File: src/rtl/cstash_pkg.sv
package cstash_pkg;
  localparam int unsigned CS_DEPTH = 16;
  localparam int unsigned CS_WIDTH = 64;
  localparam int unsigned CS_NCKPT = 4;

  typedef enum logic [1:0] {
    TAKE_NONE = 2'd0,
    TAKE_ONE  = 2'd1,
    TAKE_TWO  = 2'd2
  } take_e;
endpackage

File: src/rtl/cstash_slots.sv
module cstash_slots #(
  parameter int unsigned DEPTH = 16,
  parameter int unsigned WIDTH = 64,
  localparam int unsigned IW = $clog2(DEPTH)
) (
  input  logic             clk,
  input  logic             rst_n,
  input  logic             wr0_en,
  input  logic [IW-1:0]    wr0_idx,
  input  logic [WIDTH-1:0] wr0_val,
  input  logic             wr1_en,
  input  logic [IW-1:0]    wr1_idx,
  input  logic [WIDTH-1:0] wr1_val,
  input  logic [DEPTH-1:0] kill_mask,
  input  logic             rd_en,
  input  logic [IW-1:0]    rd_idx,
  output logic [DEPTH-1:0] occupied,
  output logic             rd_valid,
  output logic [WIDTH-1:0] rd_data
);
  logic [WIDTH-1:0] store_q [DEPTH];
  logic [DEPTH-1:0] occ_q, occ_d;
  logic             rdv_q, rdv_d;
  logic [WIDTH-1:0] rdd_q;

  always_comb begin
    occ_d = occ_q;
    for (int i = 0; i < DEPTH; i++) begin
      if (kill_mask[i] || (rd_en && rd_idx == IW'(i))) occ_d[i] = 1'b0;
      if (wr0_en && wr0_idx == IW'(i)) occ_d[i] = 1'b1;
      if (wr1_en && wr1_idx == IW'(i)) occ_d[i] = 1'b1;
    end
    rdv_d = rd_en && occ_q[rd_idx];
  end

  always_ff @(posedge clk or negedge rst_n) begin
    if (!rst_n) begin
      occ_q <= '0;
      rdv_q <= 1'b0;
    end else begin
      occ_q <= occ_d;
      rdv_q <= rdv_d;
    end
  end

  always_ff @(posedge clk) begin
    for (int i = 0; i < DEPTH; i++) begin
      if (wr0_en && wr0_idx == IW'(i)) store_q[i] <= wr0_val;
      else if (wr1_en && wr1_idx == IW'(i)) store_q[i] <= wr1_val;
    end
    if (rd_en) rdd_q <= store_q[rd_idx];
  end

  assign occupied = occ_q;
  assign rd_valid = rdv_q;
  assign rd_data  = rdd_q;

  // consuming an occupied slot empties it
  a_r6_read_clears: assert property (@(posedge clk) disable iff (!rst_n)
    (rd_en && occ_q[rd_idx]) |=> !occ_q[$past(rd_idx)]);
  // a returned value is always caused by a read in the prior cycle
  a_r5_valid_after_read: assert property (@(posedge clk) disable iff (!rst_n)
    rd_valid |-> $past(rd_en));
endmodule

File: src/rtl/cstash_ptrs.sv
module cstash_ptrs
  import cstash_pkg::*;
#(
  parameter int unsigned DEPTH = 16,
  localparam int unsigned IW = $clog2(DEPTH),
  localparam int unsigned PW = IW + 1
) (
  input  logic             clk,
  input  logic             rst_n,
  input  logic             alloc_req,
  input  logic             alloc_pair,
  input  logic             restore,
  input  logic [PW-1:0]    restore_ptr,
  input  logic [DEPTH-1:0] occupied,
  output logic             grant,
  output logic [PW-1:0]    tail,
  output logic [PW-1:0]    free_cnt,
  output logic [DEPTH-1:0] kill_mask,
  output logic             wr0_en,
  output logic [IW-1:0]    wr0_idx,
  output logic             wr1_en,
  output logic [IW-1:0]    wr1_idx
);
  logic [PW-1:0] head_q, head_d, tail_q, tail_d;
  logic [PW-1:0] occ, need, span, fwd_dist;
  logic          head_step;
  take_e         take;

  always_comb begin
    occ       = tail_q - head_q;
    free_cnt  = PW'(DEPTH) - occ;
    need      = alloc_pair ? PW'(2) : PW'(1);
    grant     = alloc_req && !restore && (free_cnt >= need);
    take      = !grant ? TAKE_NONE : (alloc_pair ? TAKE_TWO : TAKE_ONE);
    head_step = (occ != '0) && !occupied[head_q[IW-1:0]];
    span      = tail_q - restore_ptr;
    fwd_dist  = restore_ptr - head_q;
    for (int i = 0; i < DEPTH; i++) begin
      kill_mask[i] = restore &&
        ({1'b0, IW'(IW'(i) - restore_ptr[IW-1:0])} < span);
    end

    tail_d = tail_q;
    head_d = head_q;
    if (restore) begin
      tail_d = restore_ptr;
      if (fwd_dist > occ) head_d = restore_ptr;
    end else begin
      if (take == TAKE_ONE) tail_d = tail_q + PW'(1);
      else if (take == TAKE_TWO) tail_d = tail_q + PW'(2);
      if (head_step) head_d = head_q + PW'(1);
    end
  end

  always_ff @(posedge clk or negedge rst_n) begin
    if (!rst_n) begin
      head_q <= '0;
      tail_q <= '0;
    end else begin
      head_q <= head_d;
      tail_q <= tail_d;
    end
  end

  assign tail    = tail_q;
  assign wr0_en  = grant;
  assign wr0_idx = tail_q[IW-1:0];
  assign wr1_en  = grant && alloc_pair;
  assign wr1_idx = tail_q[IW-1:0] + IW'(1);

  // occupancy never exceeds the depth
  a_r4_no_overflow: assert property (@(posedge clk) disable iff (!rst_n)
    (tail_q - head_q) <= PW'(DEPTH));
  // outside a restore the oldest pointer moves by at most one slot
  a_r7_head_single_step: assert property (@(posedge clk) disable iff (!rst_n)
    !restore |=> (PW'(head_q - $past(head_q)) <= PW'(1)));
endmodule

File: src/rtl/cstash_ckpts.sv
module cstash_ckpts #(
  parameter int unsigned NCKPT = 4,
  parameter int unsigned PW    = 5,
  localparam int unsigned CW   = $clog2(NCKPT)
) (
  input  logic          clk,
  input  logic          rst_n,
  input  logic          save,
  input  logic [CW-1:0] save_id,
  input  logic [PW-1:0] save_ptr,
  input  logic [CW-1:0] load_id,
  output logic [PW-1:0] load_ptr
);
  logic [PW-1:0] ck_q [NCKPT];

  for (genvar g = 0; g < NCKPT; g++) begin : g_ck
    logic          ck_en;
    logic [PW-1:0] ck_d;
    always_comb begin
      ck_en = save && (save_id == CW'(g));
      ck_d  = ck_en ? save_ptr : ck_q[g];
    end
    always_ff @(posedge clk or negedge rst_n) begin
      if (!rst_n) ck_q[g] <= '0;
      else        ck_q[g] <= ck_d;
    end
  end

  assign load_ptr = ck_q[load_id];
endmodule

File: src/rtl/const_stash.sv
module const_stash
  import cstash_pkg::*;
#(
  parameter int unsigned DEPTH = CS_DEPTH,
  parameter int unsigned WIDTH = CS_WIDTH,
  parameter int unsigned NCKPT = CS_NCKPT,
  localparam int unsigned IW = $clog2(DEPTH),
  localparam int unsigned PW = IW + 1,
  localparam int unsigned CW = $clog2(NCKPT)
) (
  input  logic             clk,
  input  logic             rst_n,
  input  logic             alloc_req,
  input  logic             alloc_pair,
  input  logic [WIDTH-1:0] alloc_val0,
  input  logic [WIDTH-1:0] alloc_val1,
  output logic             alloc_grant,
  output logic [IW-1:0]    alloc_idx,
  input  logic             rd_en,
  input  logic [IW-1:0]    rd_idx,
  output logic             rd_valid,
  output logic [WIDTH-1:0] rd_data,
  input  logic             ckpt_save,
  input  logic [CW-1:0]    ckpt_save_id,
  input  logic             ckpt_restore,
  input  logic [CW-1:0]    ckpt_restore_id,
  output logic             full,
  output logic [PW-1:0]    free_slots
);
  logic [1:0]       rst_sync;
  logic             rst_ni;
  logic [PW-1:0]    tail, restore_ptr;
  logic [DEPTH-1:0] occupied, kill_mask;
  logic             wr0_en, wr1_en;
  logic [IW-1:0]    wr0_idx, wr1_idx;

  always_ff @(posedge clk or negedge rst_n) begin
    if (!rst_n) rst_sync <= 2'b00;
    else        rst_sync <= {rst_sync[0], 1'b1};
  end
  assign rst_ni = rst_sync[1];

  cstash_ptrs #(.DEPTH(DEPTH)) u_ptrs (
    .clk(clk), .rst_n(rst_ni),
    .alloc_req(alloc_req), .alloc_pair(alloc_pair),
    .restore(ckpt_restore), .restore_ptr(restore_ptr),
    .occupied(occupied), .grant(alloc_grant), .tail(tail),
    .free_cnt(free_slots), .kill_mask(kill_mask),
    .wr0_en(wr0_en), .wr0_idx(wr0_idx),
    .wr1_en(wr1_en), .wr1_idx(wr1_idx)
  );

  cstash_slots #(.DEPTH(DEPTH), .WIDTH(WIDTH)) u_slots (
    .clk(clk), .rst_n(rst_ni),
    .wr0_en(wr0_en), .wr0_idx(wr0_idx), .wr0_val(alloc_val0),
    .wr1_en(wr1_en), .wr1_idx(wr1_idx), .wr1_val(alloc_val1),
    .kill_mask(kill_mask), .rd_en(rd_en), .rd_idx(rd_idx),
    .occupied(occupied), .rd_valid(rd_valid), .rd_data(rd_data)
  );

  cstash_ckpts #(.NCKPT(NCKPT), .PW(PW)) u_ckpts (
    .clk(clk), .rst_n(rst_ni),
    .save(ckpt_save), .save_id(ckpt_save_id), .save_ptr(tail),
    .load_id(ckpt_restore_id), .load_ptr(restore_ptr)
  );

  assign alloc_idx = tail[IW-1:0];
  assign full      = (free_slots == '0);

  // a full store grants nothing
  a_r4_full_no_grant: assert property (@(posedge clk) disable iff (!rst_ni)
    full |-> !alloc_grant);
  // no grant in a restore cycle
  a_r9_restore_no_grant: assert property (@(posedge clk) disable iff (!rst_ni)
    ckpt_restore |-> !alloc_grant);
  // allocation pointer lands on the recorded checkpoint value
  a_r9_restore_tail: assert property (@(posedge clk) disable iff (!rst_ni)
    ckpt_restore |=> (tail == $past(restore_ptr)));
endmodule

File: config.mk
export PLATFORM = sky130hd
export DESIGN_NAME = const_stash
export DESIGN_NICKNAME = d
export VERILOG_FILES = /design/src/rtl/cstash_pkg.sv /design/src/rtl/cstash_slots.sv /design/src/rtl/cstash_ptrs.sv /design/src/rtl/cstash_ckpts.sv /design/src/rtl/const_stash.sv
export SDC_FILE = /design/constraint.sdc
export NUM_CORES = 2
export LEC_CHECK = 0
export ABC_CLOCK_PERIOD_IN_PS = 8100
export BUFFER_PORTS_ARGS = -buffer_cell sky130_fd_sc_hd__buf_2
export CORE_MARGIN = 1
export CORE_UTILIZATION = 55
export DETAILED_ROUTE_END_ITERATION = 10
export GPL_TIMING_DRIVEN = 0
export PLACE_DENSITY = 0.72
export SETUP_SLACK_MARGIN = 0.5
export SLEW_MARGIN = 15
export SYNTH_ARGS = -nofsm -noshare
export SYNTH_HDL_FRONTEND = slang
export SYNTH_SLANG_ARGS = --single-unit
export TNS_END_PERCENT = 20
File: constraint.sdc
create_clock -name clk -period 8.1 [get_ports clk]
set_clock_uncertainty 0.1 [all_clocks]
set_input_delay 1.215 -clock clk [delete_from_list [all_inputs] [get_ports clk]]
set_output_delay 1.215 -clock clk [all_outputs]
set_load 0.02 [all_outputs]
==> summary.md <==
| Metric | Value |
|---|---|
| Final Critical Period | `5.666 ns` |
| CP endpoint kind | `output pin` |
| R2R Setup Slk | `2.68 ns` |
| Nets | `3851` |
| Post-DP HPWL | `110800 um` |
| Post-synthesis sequential element count | `1137` |
| Clock transition at path regs | `0.06 ns` |
| CTS tree | `done` |
| Clock root buffer master | `clkbuf_16` |
| Fmax | `0.1765 GHz` |
| H-tree depth | `3` |
| Die width | `333.0 um` |
| Syn_nets | `3458` |
| Worst IR drop on VDD | `0.2070 mV` |
| Mean Syn Cell Area | `18.55 um2` |
| Area post-placement | `0.06445 mm2` |
| GR Util All Layers | `0.3069` |
| Gate Count Post-Synth | `3249` |
| Vias | `33810` |
| Req. time, crit path | `6.78 ns` |
| Post-synthesis instance area | `0.06026 mm2` |
| Ys async rst share | `0.04310` |
| CP Launch Point | `u_ptrs.tail[0]` |
| Worst Path Max Fanout | `10` |
| # placed instances | `4930` |
| Total CTS buffers | `120` |
| Buffers on Ports | `214` |
| Fillers | `7552` |
| Worst reg2reg path endpoint | `u_slots.store_q[6][17]` |
| Design Area, Final | `0.06840 mm2` |
| DR vias/cell | `6.537` |
| CTS Sinks | `1137` |
| Hold_ws | `0.06358 ns` |
| Static Leak | `23.96 nW` |
| Vias in the first global route | `35424` |
| Drt drc | `0` |
| WL/cell | `32.85 um` |
| Skew-Pair Late Insertion Delay | `0.72 ns` |
| Final cycle utilization of the critical path | `0.6995` |
| Startpoint types | `flip-flop` |
| Antenna violations before repair | `26` |
| GP Congestion | `0.9172` |
| Grt ovf | `0` |
| Critical path class | `reg -> out` |
| Synth Flop Type | `edfxtp_1` |
| Outcome | `finished, final reports clean` |
| Max-Cap Viols | `0` |
| Drt total wl | `169900 um` |
| Fin. max-slew vios | `0` |
| Num rows | `121` |
| Layout cells sized above 1 | `0.5199` |
| Sequential area share after synthesis | `0.5625` |
| Yosys cell types | `64` |
| DIE HEIGHT | `333.0 um` |
| Routed Antenna Nets | `0` |
| Critical path destination | `alloc_grant` |
| Post-CTS Setup Bufs | `0` |
| Clock Tree Buf Depth | `3` |
| Arr. time, crit path | `4.35 ns` |
| Core area | `0.1087 mm2` |
| Hold Vio Cnt, Final | `0` |
| Worst Hold Class | `reg -> async` |
| FF-to-FF path depth | `15` |
| # IOs | `219` |
| Number of synthesized flops with an enable pin | `1088` |
| Setup Viol. Count Final | `0` |
| Multi-input gate area | `0.02413 mm2` |
| Finished Layout Cells | `5172` |
| Cts hold-fix bufs | `0` |
| First DRT Iteration DRCs | `4105` |
| Max-slew headroom | `0.1481` |
| CTS resizes | `0` |
| Starting Density | `0.5544` |
| Flip-flop and latch area | `0.03390 mm2` |
| Ys Warns | `0` |
| Global-route wire length before repair | `244700 um` |
| Detailed Routing Iterations Pass 1 | `8` |
| Pwr dens | `249.2 mW/mm2` |
| Die Footprint | `0.1109 mm2` |
| Slew @ Worst Pin | `1.274 ns` |
| Area growth, synth to finish | `13.51%` |
| Largest net degree at the start of global routing | `54` |
| RSZ-0062 raised after global routing | `no` |
| R2R Path Start | `u_ptrs.tail[0]` |
[area by class of cell]
cell class                      instances  area share
Inverter                               41    0.002506
Buffer                                339     0.03238
Sequential cell                      1137      0.4956
Timing Repair Buffer                  271     0.03419
Multi-Input combinational cell       1732      0.3527
Clock inverter                         70    0.008231
Tap cell                             1414     0.02586
Clock buffer                          155     0.04811
Antenna cell                           13   0.0004756
[cell families after synthesis]
logic type | synth area share
xor gates and xnor gates | 0.004609
adders and majority gates | 0.01408
DFF | 0.5625
other | 0.00006223
buffers and inverters | 0.03893
and+or+nand+nor | 0.01115
AOI/OAI and AO/OA | 0.01507
muxes | 0.3536
[critical path, cell delays in order (launching register included)]
cell	delay, ns
dfrtp_1	0.62
inv_1	0.28
ha_1	0.28
inv_1	0.10
fa_1	0.42
inv_1	0.14
ha_1	0.26
ha_1	0.28
a21oi_1	0.19
nand3_2	0.25
o21ai_4	0.36
inv_2	0.10
buf_6	0.15
buf_2	0.19
[report_power, final]
group          switching, mW  leakage, nW  internal [mW]
Sequential             0.169         10.5           7.02
Combinational           2.54         11.5           1.88
Clock                   2.34         1.89           3.10
[worst min-delay path by stage]
stage | startpoint | endpoint | slack (ns) | cells after the start
detailed placement | rst_sync[1] | u_ckpts.ck_q[6] | 0.06 | 0
global route | rst_sync[1] | u_ckpts.ck_q[6] | 0.09 | 0
finish | rst_sync[1] | u_ckpts.ck_q[6] | 0.06 | 0
floorplan | rst_sync[0] | rst_sync[1] | 0.23 | 0
global placement | rst_sync[0] | rst_sync[1] | 0.23 | 0
CTS | rst_sync[1] | u_ckpts.ck_q[6] | 0.07 | 0
[Yosys cell counts, drive strengths merged (4+ instances only)]
| cell | count | area [um2] |
|---|---|---|
| ha | 63 | 788.3 |
| and4 | 9 | 91.33 |
| o21ai | 36 | 191.4 |
| and3 | 10 | 62.56 |
| nor2b | 4 | 25.02 |
| mux2 | 1038 | 13720 |
| nand3b | 4 | 30.03 |
| xor2 | 8 | 70.07 |
| mux4 | 335 | 7545 |
| nand2b | 18 | 112.6 |
| buf | 135 | 1424 |
| a21o | 20 | 150.1 |
| a31oi | 4 | 31.28 |
| o211a | 4 | 40.04 |
| nand3 | 9 | 60.06 |
| clkbuf | 204 | 765.7 |
| inv | 41 | 156.4 |
| nor2 | 24 | 90.09 |
| a21boi | 6 | 45.04 |
| mux2i | 5 | 50.05 |
| o32ai | 11 | 96.34 |
| nand2 | 35 | 131.4 |
| dfrtp | 49 | 1226 |
| xnor2 | 21 | 183.9 |
| o31ai | 5 | 37.54 |
| a21oi | 29 | 148.9 |
| edfxtp | 1088 | 32670 |
[sequential cells by signal, indices dropped and copies added (netlist names)]
name and count:
u_ptrs.tail 5, u_ckpts.ck_q 20, u_ptrs.head_q 5, u_slots.rd_valid 1, u_slots.occupied 16, u_slots.store_q 1024
u_slots.rd_data 64, rst_sync 2
[layout by cell type, fill, tap and decap left out, types with 21 or more instances in the layout]
cell type | synthesis | routed
a21oi_1 | 28 | 28
buf_12 | 30 | 59
buf_16 | 0 | 22
buf_2 | 22 | 240
buf_4 | 22 | 22
buf_6 | 35 | 40
clkbuf_1 | 204 | 221
clkbuf_16 | 0 | 125
clkinv_1 | 0 | 34
clkinv_2 | 0 | 21
dfrtp_1 | 49 | 48
edfxtp_1 | 1088 | 1088
ha_1 | 63 | 63
inv_1 | 39 | 36
mux2_1 | 34 | 34
mux2_2 | 464 | 464
mux2_4 | 540 | 540
mux4_2 | 335 | 335
nand2_1 | 35 | 33
o21ai_0 | 35 | 35
xnor2_1 | 21 | 21
[metrics by stage]
stage | utilization | setup WS (ns) | TNS [ns] | power (mW)
detailed placement | 0.5929 | 2.710 | 0 | 11.67
global route | 0.6292 | 2.282 | 0 | 17.65
floorplan | - | 2.235 | 0 | 10.22
finish | 0.6293 | 2.434 | 0 | 17.05
CTS | 0.6283 | 2.456 | 0 | 17.04
global placement | 0.5805 | -2.599 | -1506.16 | 11.39
[routing by layer]
metal,wire length [um],track usage
met1,64660,0.4042
met2,82970,0.5052
met3,16010,0.06489
met4,6080,0.1091
met5,161,0
No activity file was read; power rests on OpenSTA's default activity.
